<file path="config.mk">
export PLATFORM = sky130hd
export DESIGN_NAME = nested_irq_ctrl
export DESIGN_NICKNAME = d
export VERILOG_FILES = /design/src/rtl/irq_pkg.sv /design/src/rtl/irq_src_bank.sv /design/src/rtl/irq_arbiter.sv /design/src/rtl/irq_level_stack.sv /design/src/rtl/irq_dis_window.sv /design/src/rtl/nested_irq_ctrl.sv
export SDC_FILE = /design/constraint.sdc
export NUM_CORES = 1
export LEC_CHECK = 0
export ABC_AREA = 1
export BUFFER_PORTS_ARGS = -buffer_cell sky130_fd_sc_hd__buf_2
export CAP_MARGIN = 40
export CORE_MARGIN = 5
export CORE_UTILIZATION = 30
export DETAILED_ROUTE_END_ITERATION = 8
export SYNTH_ARGS = -nofsm -noshare
export SYNTH_HDL_FRONTEND = slang
export SYNTH_SLANG_ARGS = --single-unit
</file>
<file path="constraint.sdc">
create_clock -name clk -period 38.9 [get_ports clk]
set_input_delay 1.945 -clock clk [delete_from_list [all_inputs] [get_ports clk]]
set_output_delay 1.945 -clock clk [all_outputs]
set_load 0.03 [all_outputs]
</file>
<file path="src/rtl/irq_pkg.sv">
package irq_pkg;
   localparam int PRIO_W = 3;
   localparam int LVL_W  = 4;
   localparam int FIELD_W = 4;
   typedef logic [PRIO_W-1:0] prio_t;
   typedef logic [LVL_W-1:0]  lvl_t;
   localparam prio_t PRIO_NMI_LIKE = prio_t'(7);
endpackage

</file>
<file path="src/rtl/irq_src_bank.sv">
module irq_src_bank
   import irq_pkg::*;
#(
   parameter int NUM_SRC   = 30,
   parameter int DATA_W    = 16,
   parameter int ADDR_W    = 4,
   parameter int FLAG_BASE = 0,
   parameter int EN_BASE   = 2,
   parameter int PRIO_BASE = 4
) (
   input  logic               clk,
   input  logic               rst_n,
   input  logic               wr,
   input  logic [ADDR_W-1:0]  addr,
   input  logic [DATA_W-1:0]  wdata,
   input  logic [NUM_SRC-1:0] evt,
   output logic [NUM_SRC-1:0] flag,
   output logic [NUM_SRC-1:0] en,
   output prio_t              prio [NUM_SRC],
   output logic [DATA_W-1:0]  rdata
);
   localparam int SPW = DATA_W / FIELD_W;

   for (genvar i = 0; i < NUM_SRC; i++) begin : g_src
      localparam int FW = i / DATA_W;
      localparam int FB = i % DATA_W;
      localparam int PW = i / SPW;
      localparam int PB = (i % SPW) * FIELD_W;
      localparam logic [ADDR_W-1:0] A_FLAG = ADDR_W'(FLAG_BASE + FW);
      localparam logic [ADDR_W-1:0] A_EN   = ADDR_W'(EN_BASE + FW);
      localparam logic [ADDR_W-1:0] A_PRIO = ADDR_W'(PRIO_BASE + PW);
      logic  f_q, e_q;
      prio_t p_q;

      always_ff @(posedge clk or negedge rst_n) begin
         if (!rst_n) begin
            f_q <= 1'b0;
            e_q <= 1'b0;
            p_q <= '0;
         end else begin
            f_q <= ((wr && addr == A_FLAG) ? wdata[FB] : f_q) | evt[i];
            if (wr && addr == A_EN)   e_q <= wdata[FB];
            if (wr && addr == A_PRIO) p_q <= wdata[PB +: PRIO_W];
         end
      end

      assign flag[i] = f_q;
      assign en[i]   = e_q;
      assign prio[i] = p_q;
   end

   always_comb begin
      rdata = '0;
      for (int i = 0; i < NUM_SRC; i++) begin
         if (addr == ADDR_W'(FLAG_BASE + i / DATA_W)) rdata[i % DATA_W] = flag[i];
         if (addr == ADDR_W'(EN_BASE + i / DATA_W))   rdata[i % DATA_W] = en[i];
         if (addr == ADDR_W'(PRIO_BASE + i / SPW))
            rdata[(i % SPW) * FIELD_W +: PRIO_W] = prio[i];
      end
   end
endmodule

</file>
<file path="src/rtl/irq_arbiter.sv">
module irq_arbiter
   import irq_pkg::*;
#(
   parameter int NUM_SRC = 30,
   parameter int VEC_W   = 6
) (
   input  logic [NUM_SRC-1:0] cand,
   input  prio_t              prio [NUM_SRC],
   output logic               found,
   output logic [VEC_W-1:0]   win_idx,
   output prio_t              win_prio
);
   always_comb begin
      win_prio = '0;
      win_idx  = '0;
      for (int i = 0; i < NUM_SRC; i++) begin
         if (cand[i] && prio[i] > win_prio) begin
            win_prio = prio[i];
            win_idx  = VEC_W'(i);
         end
      end
      found = (win_prio != '0);
   end
endmodule

</file>
<file path="src/rtl/irq_level_stack.sv">
module irq_level_stack
   import irq_pkg::*;
#(
   parameter int DEPTH = 8
) (
   input  logic  clk,
   input  logic  rst_n,
   input  logic  push,
   input  lvl_t  push_lvl,
   input  logic  pop,
   input  logic  sw_wr,
   input  lvl_t  sw_lvl,
   output lvl_t  cur_lvl,
   output logic  in_svc
);
   localparam int PTR_W = $clog2(DEPTH + 1);
   lvl_t             stk [DEPTH];
   logic [PTR_W-1:0] ptr;

   always_ff @(posedge clk or negedge rst_n) begin
      if (!rst_n) begin
         ptr     <= '0;
         cur_lvl <= '0;
         for (int k = 0; k < DEPTH; k++) stk[k] <= '0;
      end else if (push) begin
         if (ptr != PTR_W'(DEPTH)) begin
            stk[ptr] <= cur_lvl;
            ptr      <= ptr + 1'b1;
         end
         cur_lvl <= push_lvl;
      end else if (pop && ptr != '0) begin
         cur_lvl <= stk[ptr - 1'b1];
         ptr     <= ptr - 1'b1;
      end else if (sw_wr) begin
         cur_lvl <= sw_lvl;
      end
   end

   assign in_svc = (ptr != '0);
endmodule

</file>
<file path="src/rtl/irq_dis_window.sv">
module irq_dis_window #(
   parameter int CNT_W = 14
) (
   input  logic             clk,
   input  logic             rst_n,
   input  logic             load,
   input  logic [CNT_W-1:0] load_val,
   input  logic             tick,
   output logic [CNT_W-1:0] cnt,
   output logic             active
);
   always_ff @(posedge clk or negedge rst_n) begin
      if (!rst_n)                 cnt <= '0;
      else if (load)              cnt <= load_val;
      else if (tick && cnt != '0) cnt <= cnt - 1'b1;
   end

   assign active = (cnt != '0);
endmodule

</file>
<file path="src/rtl/nested_irq_ctrl.sv">
module nested_irq_ctrl
   import irq_pkg::*;
#(
   parameter int NUM_SRC   = 30,
   parameter int DATA_W    = 16,
   parameter int ADDR_W    = 4,
   parameter int VEC_W     = 6,
   parameter int CNT_W     = 14,
   parameter int STACK_D   = 8
) (
   input  logic               clk,
   input  logic               rst_n,
   input  logic [NUM_SRC-1:0] src_evt,
   input  logic               reg_wr,
   input  logic [ADDR_W-1:0]  reg_addr,
   input  logic [DATA_W-1:0]  reg_wdata,
   output logic [DATA_W-1:0]  reg_rdata,
   input  logic               instr_retire,
   input  logic               irq_ack,
   input  logic               irq_ret,
   output logic               irq_req,
   output logic [VEC_W-1:0]   irq_vec,
   output logic [PRIO_W-1:0]  irq_lvl
);
   localparam int SPW        = DATA_W / FIELD_W;
   localparam int BIT_WORDS  = (NUM_SRC + DATA_W - 1) / DATA_W;
   localparam int PRIO_WORDS = (NUM_SRC + SPW - 1) / SPW;
   localparam int FLAG_BASE  = 0;
   localparam int EN_BASE    = FLAG_BASE + BIT_WORDS;
   localparam int PRIO_BASE  = EN_BASE + BIT_WORDS;
   localparam int CTRL_A     = PRIO_BASE + PRIO_WORDS;
   localparam int LVL_A      = CTRL_A + 1;
   localparam int DISI_A     = CTRL_A + 2;
   localparam logic [ADDR_W-1:0] A_CTRL = ADDR_W'(CTRL_A);
   localparam logic [ADDR_W-1:0] A_LVL  = ADDR_W'(LVL_A);
   localparam logic [ADDR_W-1:0] A_DISI = ADDR_W'(DISI_A);

   if (DISI_A >= (1 << ADDR_W)) begin : g_bad_addr
      $error("register map does not fit the address width");
   end
   if (NUM_SRC > 63 || NUM_SRC >= (1 << VEC_W)) begin : g_bad_vec
      $error("source count exceeds the vector range");
   end
   if (CNT_W > DATA_W || DATA_W < LVL_W) begin : g_bad_data
      $error("data word too narrow");
   end
   if (STACK_D < 7) begin : g_bad_stack
      $error("level stack must hold seven nested levels");
   end

   logic [NUM_SRC-1:0] flag, en, cand;
   prio_t              prio [NUM_SRC];
   logic [DATA_W-1:0]  bank_rdata;
   logic               nonest;
   lvl_t               cur_lvl;
   logic               in_svc;
   logic [CNT_W-1:0]   dis_cnt;
   logic               dis_on;
   logic               found;
   prio_t              win_prio;
   logic [VEC_W-1:0]   win_idx;
   logic               take;

   irq_src_bank #(
      .NUM_SRC(NUM_SRC), .DATA_W(DATA_W), .ADDR_W(ADDR_W),
      .FLAG_BASE(FLAG_BASE), .EN_BASE(EN_BASE), .PRIO_BASE(PRIO_BASE)
   ) u_bank (
      .clk(clk), .rst_n(rst_n), .wr(reg_wr), .addr(reg_addr),
      .wdata(reg_wdata), .evt(src_evt), .flag(flag), .en(en),
      .prio(prio), .rdata(bank_rdata)
   );

   always_comb begin
      for (int i = 0; i < NUM_SRC; i++) begin
         cand[i] = flag[i] && en[i]
                && ({1'b0, prio[i]} > cur_lvl)
                && (!dis_on || prio[i] == PRIO_NMI_LIKE);
      end
   end

   irq_arbiter #(.NUM_SRC(NUM_SRC), .VEC_W(VEC_W)) u_arb (
      .cand(cand), .prio(prio), .found(found),
      .win_idx(win_idx), .win_prio(win_prio)
   );

   assign irq_req = found && !(nonest && in_svc);
   assign irq_vec = win_idx;
   assign irq_lvl = win_prio;
   assign take    = irq_ack && irq_req;

   always_ff @(posedge clk or negedge rst_n) begin
      if (!rst_n)                          nonest <= 1'b0;
      else if (reg_wr && reg_addr == A_CTRL) nonest <= reg_wdata[0];
   end

   irq_level_stack #(.DEPTH(STACK_D)) u_lvl (
      .clk(clk), .rst_n(rst_n),
      .push(take), .push_lvl({1'b0, win_prio}), .pop(irq_ret),
      .sw_wr(reg_wr && reg_addr == A_LVL && !nonest),
      .sw_lvl(reg_wdata[LVL_W-1:0]),
      .cur_lvl(cur_lvl), .in_svc(in_svc)
   );

   irq_dis_window #(.CNT_W(CNT_W)) u_dis (
      .clk(clk), .rst_n(rst_n),
      .load(reg_wr && reg_addr == A_DISI),
      .load_val(reg_wdata[CNT_W-1:0]),
      .tick(instr_retire), .cnt(dis_cnt), .active(dis_on)
   );

   always_comb begin
      case (reg_addr)
         A_CTRL:  reg_rdata = DATA_W'({in_svc, dis_on, nonest});
         A_LVL:   reg_rdata = DATA_W'(cur_lvl);
         A_DISI:  reg_rdata = DATA_W'(dis_cnt);
         default: reg_rdata = bank_rdata;
      endcase
   end
endmodule

</file>
==> results.yml <==
run_status:
  status: "completed"
route:
  routed_wl_um: 59400
  routedWlPerCell_um: 19.9
  final_antenna_net_count: 0
  viasPerCell: 5.44
  num_vias: 16300
  route.detailed.drc: 0
  dr.pass1.iters: 5
  drt_iter0_drc: 1631
floorplan:
  fp-row-count: 85
  ios: 82
  initial_utilization_pct: 30.4
  core_um2: 54100
  die_h_um: 244
  die_width_um: 244
  floorplan.die_area_um2: 59700
global_route:
  grt_antenna_before_repair: 2
  grt_pass1_vias: 15900
  grt_pass1_wl_um: 91900
  grt_max_degree: 73
  overflow: 0
  grtUsageTotal_pct: 19.3
worst_setup_path:
  cp-startpoint: "u_lvl.cur_lvl[0]$_DFFE_PN0P_"
  crit_buf_inv: 12
  cp.required_ps: 36950
  start_kind: "flip-flop"
  endpoint_kind: "output port"
  worst-setup-path-type: "flip-flop to output port"
  crit_cells: 213
  rr_worst_depth: 215
  cp_max_fo: 19
  cp_common_cell: "ha_1"
  max_stage_delay_ps: 640
  critPathSlowestCell: "dfrtp_4"
  r2r_start: "u_lvl.cur_lvl[0]$_DFFE_PN0P_"
  crit_family: "simple AND/OR/NAND/NOR gates"
  worstPathArrival_ps: 33740
power_and_ir_drop:
  switchingPower_uw: 448
  pwr-share-comb_pct: 42.6
  ir_drop_mv: 0.0349
  seqPwrFrac_pct: 31.2
  clockPowerShare_pct: 26.1
  swShare_pct: 44.1
  p_leak_nw: 9.05
  power.density_nw_per_um2: 54.7
  internal-power_uw: 569
timing:
  worstMarginPinSlew_ps: 930
  rsz0062_at_grt: "false"
  finalSetupViolations: 0
  min_period_ps: 35690
  hold_viol: 0
  skew_ps: 25.6
  tns_ps: 0
  fmax_mhz: 28.0
  finalCritPeriodShare_pct: 91.7
  slew_violations: 0
  slew_headroom_pct: 37.2
logic_synthesis:
  synth.distinct_cells: 67
  synth_flop_cell: "dfrtp_1"
  ys_seq_area_share_pct: 31.2
  async_flop_share_pct: 100
  ys_warn_count: 0
  avgSynthCellArea_um2: 7.46
  netlist_instances: 2207
  syn_nets: 2395
  yosys_register_bits: 205
  synth_area_um2: 16500
  synth_edf_count: 0
placement:
  port_buffers: 80
  place_congestion: 0.918
  hpwl_um: 44500
  placedCellCount: 2936
cells_and_area:
  drive_gt1_share_pct: 16.2
  fin_cells: 2988
  area_growth_syn_to_layout_pct: 12.8
  final_nets: 2457
clocking:
  clk_pin_slew_ps: 70
  cts_tree: "built"
  cts_sinks: 205
  htree_levels: 1
  cts_buffers: 25
  clock_latency_ps: 570
  clockBufferDepth: 3
  clk_root_buffer_cell: "clkbuf_16"
worst_hold_path:
  hold_class: "flip-flop to flip-flop"
  worstHoldPathCells: 2
  min_from: "u_lvl.stk[24]$_DFFE_PN0P_"
run:
  maxCapViolations: 0
[path summary, 6_finish.rpt]
kind / end / slack (ps)
setup / recovery: irq_req / 3210
hold / removal: u_lvl.stk[24]$_DFFE_PN0P_ / 470
setup reg to reg: u_lvl.stk[21]$_DFFE_PN0P_ / 5040
hold reg to reg: u_lvl.stk[24]$_DFFE_PN0P_ / 470
max in group asynchronous: u_bank.g_src[13].p_q[1]$_DFFE_PN0P_ / 36200
min in group asynchronous: u_lvl.stk[23]$_DFFE_PN0P_ / 1380
[power by group through the flow]
stage | logic [mW] | registers [mW] | clock network, mW
floorplan | 0.324 | 0.294 | 0
global placement | 0.407 | 0.317 | 0
detailed placement | 0.428 | 0.318 | 0
CTS | 0.430 | 0.315 | 0.269
global route | 0.487 | 0.322 | 0.279
finish | 0.434 | 0.318 | 0.266
[flip-flops by register name, indices dropped and copies added, names as in the netlist]
| register | count |
|---|---|
| u_lvl.stk | 32 |
| u_bank.g_src.f_q | 30 |
| u_bank.g_src.e_q | 30 |
| u_lvl.ptr | 4 |
| u_bank.g_src.p_q | 90 |
| u_lvl.cur_lvl | 4 |
| nonest | 1 |
| u_dis.cnt | 14 |
[cell usage in the layout, fill, tap and decap left out, types with 25 or more instances in the layout]
| master | n |
|---|---|
| nand2_2 | 57 |
| nand3_1 | 176 |
| nor2_1 | 124 |
| nand3_2 | 45 |
| inv_1 | 229 |
| o21ai_0 | 195 |
| a21oi_1 | 87 |
| dfrtp_1 | 202 |
| nand2_4 | 29 |
| buf_2 | 79 |
| nand2_1 | 511 |
| clkbuf_16 | 25 |
| nand4_1 | 26 |
| ha_1 | 132 |
| nor3_1 | 35 |
[metal layers]
metal,track usage (%),part of all wire (%)
met1,26.7,45
met2,29.7,43
met3,3.48,7.7
met4,7.78,4.5
met5,0,0.022
[worst register-to-register path: cells and delay by family (launching register included)]
kind                       cells  cell delay (ps)
and+or+nand+nor              127            14210
AOI/OAI and AO/OA             46             9120
adders and majority gates     30             8800
buffers and inverters         12             1030
DFF                            1              640
[cell families after synthesis]
family / synth area share, %
compound gates: 17.5
xor+xnor: 0.585
fa+ha+maj: 10.0
buf+inv: 8.22
flops: 31.2
mux: 0.0684
other cells: 0.0228
simple gates: 32.5
[final cells by class]
| class | instances | area [um2] |
|---|---|---|
| repair buffers | 102 | 647 |
| flip-flops and latches | 205 | 5140 |
| well taps | 696 | 871 |
| fillers | 5666 | 35600 |
| diodes | 4 | 10.0 |
| inverters | 262 | 995 |
| multi-input cells | 1673 | 9990 |
| clock buffers | 35 | 753 |
| clock inverters | 11 | 178 |
[per-stage QoR]
stage	setup slack (ps)	total power, mW	hold slack [ps]	cell area (um2)	utilization, %
2_1_floorplan	6550	0.618	436	16500	-
3_3_place_gp	5080	0.724	451	17500	32.3
4_1_cts	2330	1.01	469	18500	34.3
5_1_grt	83.7	1.09	496	18600	34.3
6_report	3210	1.02	470	18600	34.3
3_5_place_dp	3000	0.746	454	17600	32.5
[cells in the mapped netlist (5+ instances only)]
cell type,count,area share (%)
a211o_1,14,0.74
a221oi_1,10,0.53
nor3_1,35,1.1
nor2_1,125,2.8
o211ai_1,13,0.59
o21ai_1,7,0.21
o221ai_1,20,1.1
inv_2,24,0.55
nand2_1,511,12
nand4_2,8,0.61
nand3_4,15,1.6
o21ai_0,207,6.3
nand2_4,29,2.0
inv_1,229,5.2
o22ai_1,13,0.49
ha_1,132,10
a2111oi_0,7,0.37
nand3_2,45,2.7
clkbuf_1,52,1.2
nand3_1,176,5.3
nor2_2,7,0.27
dfrtp_1,205,31
or2_2,11,0.42
o31ai_1,7,0.32
o21bai_1,13,0.59
clkinv_1,5,0.11
xor2_1,9,0.48
a31oi_1,19,0.72
a21oi_2,8,0.43
nand4_1,26,0.99
a21oi_1,87,2.6
nand2_2,57,2.2
o2111ai_1,16,0.85
[timing repair]
| item | CTS | global route |
|---|---|---|
| endpoints found under the setup margin | 0 | 9 |
| resized for setup | 0 | 15 |
| hold buffers | 0 | 0 |
| setup buffers | 0 | 2 |
| endpoints found under the hold margin | 0 | 0 |
Power figures use the tool's default switching activity.
